--- src/rtl/rcg_pkg.sv ---
`timescale 1ns/1ps
package rcg_pkg;
  typedef enum logic [1:0] {
    CMD_ACT = 2'd0,
    CMD_RD  = 2'd1,
    CMD_WR  = 2'd2,
    CMD_PRE = 2'd3
  } cmd_e;

  localparam int TW        = 6;   // width of every timing count
  localparam int RRD_MIN   = 4;
  localparam int RRD_MAX   = 7;
  localparam int TURN_MIN  = 4;
  localparam int TURN_MAX  = 8;
  localparam int WIN_MAX   = 63;
  localparam int ACT_LIMIT = 4;

  function automatic logic [TW-1:0] clampf(input logic [7:0] v, input int lo, input int hi);
    int x;
    x = int'(v);
    if (x < lo) x = lo;
    if (x > hi) x = hi;
    return TW'(x);
  endfunction
endpackage

--- src/rtl/rcg_cfg_clamp.sv ---
`timescale 1ns/1ps
module rcg_cfg_clamp
  import rcg_pkg::*;
(
  input  logic [31:0]   cfg_word,
  output logic [TW-1:0] rrd_q,
  output logic [TW-1:0] win_q,
  output logic [TW-1:0] w2r_q,
  output logic [TW-1:0] r2p_q
);
  logic [TW-1:0] win_raw;
  logic [TW-1:0] win_floor;
  logic          unused_bits;

  assign unused_bits = ^{cfg_word[31:24], cfg_word[11:8]};

  always_comb begin
    rrd_q     = clampf({4'd0, cfg_word[3:0]},   RRD_MIN,  RRD_MAX);
    r2p_q     = clampf({4'd0, cfg_word[7:4]},   TURN_MIN, TURN_MAX);
    w2r_q     = clampf({4'd0, cfg_word[15:12]}, TURN_MIN, TURN_MAX);
    win_raw   = clampf(cfg_word[23:16], 0, WIN_MAX);
    win_floor = {rrd_q[TW-3:0], 2'b00};
    win_q     = (win_raw < win_floor) ? win_floor : win_raw;
  end
endmodule

--- src/rtl/rcg_gap_timer.sv ---
`timescale 1ns/1ps
module rcg_gap_timer #(
  parameter int W = 6
) (
  input  logic         clk,
  input  logic         rst_n,
  input  logic         load,
  input  logic [W-1:0] span,
  output logic         idle
);
  logic [W-1:0] cnt;

  always_ff @(posedge clk) begin
    if (!rst_n)          cnt <= '0;
    else if (load)       cnt <= span - W'(1);
    else if (cnt != '0)  cnt <= cnt - W'(1);
  end

  assign idle = (cnt == '0);
endmodule

--- src/rtl/rcg_act_window.sv ---
`timescale 1ns/1ps
module rcg_act_window #(
  parameter int DEPTH = 4,
  parameter int W     = 6
) (
  input  logic         clk,
  input  logic         rst_n,
  input  logic         act_go,
  input  logic [W-1:0] span,
  output logic         open
);
  logic [DEPTH-1:0] idle_v;
  logic [DEPTH-1:0] pick;

  always_comb begin
    logic found;
    found = 1'b0;
    pick  = '0;
    for (int i = 0; i < DEPTH; i++) begin
      if (idle_v[i] && !found) begin
        pick[i] = 1'b1;
        found   = 1'b1;
      end
    end
  end

  assign open = |idle_v;

  for (genvar g = 0; g < DEPTH; g++) begin : g_slot
    rcg_gap_timer #(.W(W)) u_slot (
      .clk  (clk),
      .rst_n(rst_n),
      .load (act_go && pick[g]),
      .span (span),
      .idle (idle_v[g])
    );
  end
endmodule

--- src/rtl/rank_cmd_gate.sv ---
`timescale 1ns/1ps
module rank_cmd_gate
  import rcg_pkg::*;
#(
  parameter int ACT_WIN_DEPTH = ACT_LIMIT
) (
  input  logic        clk,
  input  logic        rst_n,
  input  logic [31:0] cfg_word,
  input  logic        cmd_valid,
  input  logic [1:0]  cmd_type,
  output logic        cmd_ready
);
  logic [TW-1:0] rrd_q, win_q, w2r_q, r2p_q;
  logic go, act_go, rd_go, wr_go;
  logic rrd_idle, win_open, w2r_idle, r2p_idle;

  rcg_cfg_clamp u_clamp (
    .cfg_word(cfg_word),
    .rrd_q   (rrd_q),
    .win_q   (win_q),
    .w2r_q   (w2r_q),
    .r2p_q   (r2p_q)
  );

  assign go     = cmd_valid && cmd_ready;
  assign act_go = go && (cmd_type == CMD_ACT);
  assign rd_go  = go && (cmd_type == CMD_RD);
  assign wr_go  = go && (cmd_type == CMD_WR);

  rcg_gap_timer #(.W(TW)) u_rrd (
    .clk(clk), .rst_n(rst_n), .load(act_go), .span(rrd_q), .idle(rrd_idle)
  );

  rcg_gap_timer #(.W(TW)) u_w2r (
    .clk(clk), .rst_n(rst_n), .load(wr_go), .span(w2r_q), .idle(w2r_idle)
  );

  rcg_gap_timer #(.W(TW)) u_r2p (
    .clk(clk), .rst_n(rst_n), .load(rd_go), .span(r2p_q), .idle(r2p_idle)
  );

  rcg_act_window #(.DEPTH(ACT_WIN_DEPTH), .W(TW)) u_win (
    .clk(clk), .rst_n(rst_n), .act_go(act_go), .span(win_q), .open(win_open)
  );

  always_comb begin
    unique case (cmd_type)
      CMD_ACT: cmd_ready = rrd_idle && win_open;
      CMD_RD:  cmd_ready = w2r_idle;
      CMD_WR:  cmd_ready = 1'b1;
      default: cmd_ready = r2p_idle;
    endcase
  end
endmodule

--- config.mk ---
export PLATFORM = sky130hd
export DESIGN_NAME = rank_cmd_gate
export DESIGN_NICKNAME = d
export VERILOG_FILES = /design/src/rtl/rcg_pkg.sv /design/src/rtl/rcg_cfg_clamp.sv /design/src/rtl/rcg_gap_timer.sv /design/src/rtl/rcg_act_window.sv /design/src/rtl/rank_cmd_gate.sv
export SDC_FILE = /design/constraint.sdc
export NUM_CORES = 1
export LEC_CHECK = 0
export BUFFER_PORTS_ARGS = -buffer_cell sky130_fd_sc_hd__buf_2
export CAP_MARGIN = 10
export CORE_AREA = 2 2 111 59
export CTS_BUF_LIST = sky130_fd_sc_hd__clkbuf_2
export CTS_CLUSTER_DIAMETER = 100
export DETAILED_ROUTE_END_ITERATION = 6
export DIE_AREA = 0 0 113 61
export GPL_ROUTABILITY_DRIVEN = 1
export PLACE_DENSITY = 0.62
export SLEW_MARGIN = 10
export SYNTH_ARGS = -nofsm -noshare
export SYNTH_HDL_FRONTEND = slang
export SYNTH_SLANG_ARGS = --single-unit
--- constraint.sdc ---
create_clock -name clk -period 3.4 [get_ports clk]
set_input_delay 0.34 -clock clk [delete_from_list [all_inputs] [get_ports clk]]
set_output_delay 0.34 -clock clk [all_outputs]
set_load 0.02 [all_outputs]
==> summary.md <==
| Metric | Value |
|---|---|
| Outcome | `finished, final reports clean` |
| Hold path cells | `4` |
| Final Hold Fails | `0` |
| Post-synth EDFFs | `0` |
| Syn avg cell area | `approximately 8.0 sq um` |
| Cts hold-fix bufs | `0` |
| PostCTS Resize Cnt | `0` |
| Initial DRC count | `213` |
| Via count | `2,426` |
| Commonest non-fill, non-tap cell in the layout | `dfxtp_1` |
| Initial antenna violation count | `0` |
| Storage cell area | `840.8 sq um` |
| PortBufs | `25` |
| Final Critical Period | `2985 ps` |
| YS warnings | `0` |
| Die area | `6893 sq um` |
| Crit path kind | `input pin to flop` |
| # IOs | `38` |
| Initial Util | `0.4506` |
| Leakage | `1.214 nW` |
| Hold path start | `cfg_word[4]` |
| Vias in the first global route | `roughly 2,100` |
| Post-Syn Area | `between 2000 and 3000 sq um` |
| First-pass GRT wire length | `approximately 11,000 um` |
| Syn_nets | `383` |
| Hold endpoint | `u_r2p.cnt[0]` |
| DRC viols | `0` |
| Total CTS buffers | `5` |
| Post-Syn Instances | `between 300 and 400` |
| Worst-margin pin slew | `~800 ps` |
| Filler cells | `590` |
| Critical Path, Cell by Cell | `buf_2 -> or2_2 -> nor2_1 -> inv_1 -> ha_1 -> and3_1 -> or3_1 -> o221ai_1 -> ha_1 -> nor3b_1 -> xor2_1 -> a211oi_1 -> o21bai_1 -> o221ai_1` |
| Largest stage delay, worst path | `380 ps` |
| Critical R2R Capture | `u_rrd.cnt[4]` |
| CP endpoint kind | `flop` |
| Avg WL per Cell | `14.46 um` |
| CP max-delay cell | `or3_1` |
| CTS Sinks | `42` |
| Largest net degree at the start of global routing | `25` |
| Die X | `113 um` |
| Post-synth cell types | `53` |
| Critical R2R Launch | `u_win.g_slot[1].u_slot.cnt[0]` |
| Layout cells sized above 1 | `0.1534` |
| Seq/Total Area, Yosys | `0.3159` |
| Pwr dens | `927.6 nW/um^2` |
| CTS tree | `built` |
| # diodes | `0` |
| CTS root buffer | `clkbuf_2` |
| GR Overflow Total | `0` |
| Critical Path Start Type | `input pin` |
| Post-synth top flop | `dfxtp_1` |
| RSZ-0062 raised after global routing | `no` |
| Worst Path Buf+Inv | `2` |
| Core area | `5906 sq um` |
| Final slew viol count | `0` |
| Final Cycle Share | `0.8781` |
| Finished layout cell area | `2974 sq um` |
| R2R setup slack | `~680 ps` |
| Max-cap violations | `0` |
| Multi-input logic area | `1742 sq um` |
| Die height | `61 um` |
| Routed wire length | `around 6400 um` |
| Post-CTS Setup Inserts | `0` |
| Hold Crit Class | `input pin to flop` |
| R2r worst-path depth | `11` |
| Slew margin rel. | `0.4651` |
| Most frequent cells in the layout | `42 x dfxtp_1, 30 x nor2_1, 27 x nand2_1` |
| Hold slack | `roughly 150 ps` |
| Post-placement setup slack | `-30.37 ps` |
| Reg clk slew, reported paths | `roughly 240 ps` |
| Crit path max fanout | `5` |
| Placed insts | `approximately 430` |
| Critical Path Stages | `14` |
| Placed Area | `around 2900 sq um` |
| Post-synthesis register bit count | `42` |
| Worst skew pair latency | `between 400 and 500 ps` |
| Maximum VDD drop | `approximately 0.53 mV` |
| # setup viols final | `0` |
| Number of core rows | `20` |
| Kind of cell adding the most delay to the critical path | `simple AND/OR/NAND/NOR gates` |
| Nets@finish | `416` |
| Non-Filler Instances | `442` |
| FFs w/ async S/R, synth | `0` |
| Worst Setup Slack, final | `414.6 ps` |
| Dpl hpwl | `4846 um` |
| GPL Wtd Cong | `0.8302` |
| Drt pass-1 iters | `4` |
| Arr. time, crit path | `about 3300 ps` |
| Fmax | `around 330 MHz` |
| Via-to-Cell Ratio | `roughly 5.5` |
| Layout area overhead | `11.75%` |
| CTS H-tree depth | `2` |
| GRT Total Usage | `0.2003` |
| Clock buffer depth | `2` |
| Fin Clk Skew | `23.12 ps` |
| ANT nets after route | `0` |
| Final core occ | `0.5036` |
| Required time of the critical path | `roughly 3700 ps` |
logic make-up after synthesis:
logic type      Yosys count  synth area share
compound gates           71            0.1735
xor+xnor                 22           0.07240
fa+ha+maj                15           0.07052
buf+inv                  20           0.02962
flops                    42            0.3159
mux                       3           0.01222
other cells               2          0.002822
simple gates            156            0.3230
worst min-delay path: cells and delay by family:
kind	cells	cell delay, ps
AOI/OAI and AO/OA	1	50
buffers and inverters	1	70
and+or+nand+nor	2	120
flip-flops by register name, summed over array words and instances, names as in the netlist:
name and cells:
u_r2p.cnt 6, u_w2r.cnt 6, u_rrd.cnt 6, u_win.g_slot.u_slot.cnt 24
report_power, final:
part	total [W]	leakage, nW	internal, W	switching [W]
Sequential	0.000869	0.347	0.000695	0.000174
Combinational	0.00159	0.824	0.000731	0.000854
Clock	0.000304	0.0427	0.000122	0.000182
worst max-delay path by stage:
stage | from | to | slack, ps
4_1_cts | u_win.g_slot[0].u_slot.cnt[0] | cmd_ready | 410
3_3_place_gp | cfg_word[23] | u_win.g_slot[1].u_slot.cnt[4] | 50
2_1_floorplan | cfg_word[23] | u_win.g_slot[1].u_slot.cnt[4] | 320
5_1_grt | cfg_word[23] | u_win.g_slot[2].u_slot.cnt[4] | 200
3_5_place_dp | cfg_word[23] | u_win.g_slot[1].u_slot.cnt[4] | -30
6_report | cfg_word[23] | u_win.g_slot[1].u_slot.cnt[4] | 410
stage by stage:
step	total power (W)	TNS (ps)
3_3_place_gp	0.002408	0
3_5_place_dp	0.002441	-64.30
6_report	0.002759	0
2_1_floorplan	0.002078	0
4_1_cts	0.002747	0
5_1_grt	0.003004	0
cells in the mapped netlist (all sizes together) (7+ instances only):
| master | n | area, sq um |
|---|---|---|
| a21oi | 24 | 120.1 |
| dfxtp | 42 | 840.8 |
| ha | 15 | 187.7 |
| inv | 14 | 52.55 |
| nand2 | 27 | 101.4 |
| nand3 | 15 | 75.07 |
| nor2 | 30 | 112.6 |
| nor3 | 21 | 120.1 |
| nor3b | 8 | 60.06 |
| o21ai | 7 | 35.03 |
| o22ai | 10 | 62.56 |
| or3 | 16 | 105.1 |
| xnor2 | 14 | 122.6 |
| xor2 | 8 | 70.07 |
cell type report:
cell class / instances / share of cell area
Clock buffer: 5 / 0.008414
Clock inverter: 3 / 0.01346
Inverter: 14 / 0.01767
Multi-Input combinational cell: 269 / 0.5856
Sequential cell: 42 / 0.2827
Tap cell: 77 / 0.03239
Timing Repair Buffer: 32 / 0.05974
per-layer routing:
| layer | vias up | track usage | share of wire |
|---|---|---|---|
| met4 | 0 | 0.04704 | 0.0070 |
| met2 | 44 | 0.2703 | 0.37 |
| met5 | - | 0 | 0 |
| met1 | 1102 | 0.3100 | 0.59 |
| li1 | 1273 | - | - |
| met3 | 7 | 0.05495 | 0.038 |
(Power assumes the default switching activity.)
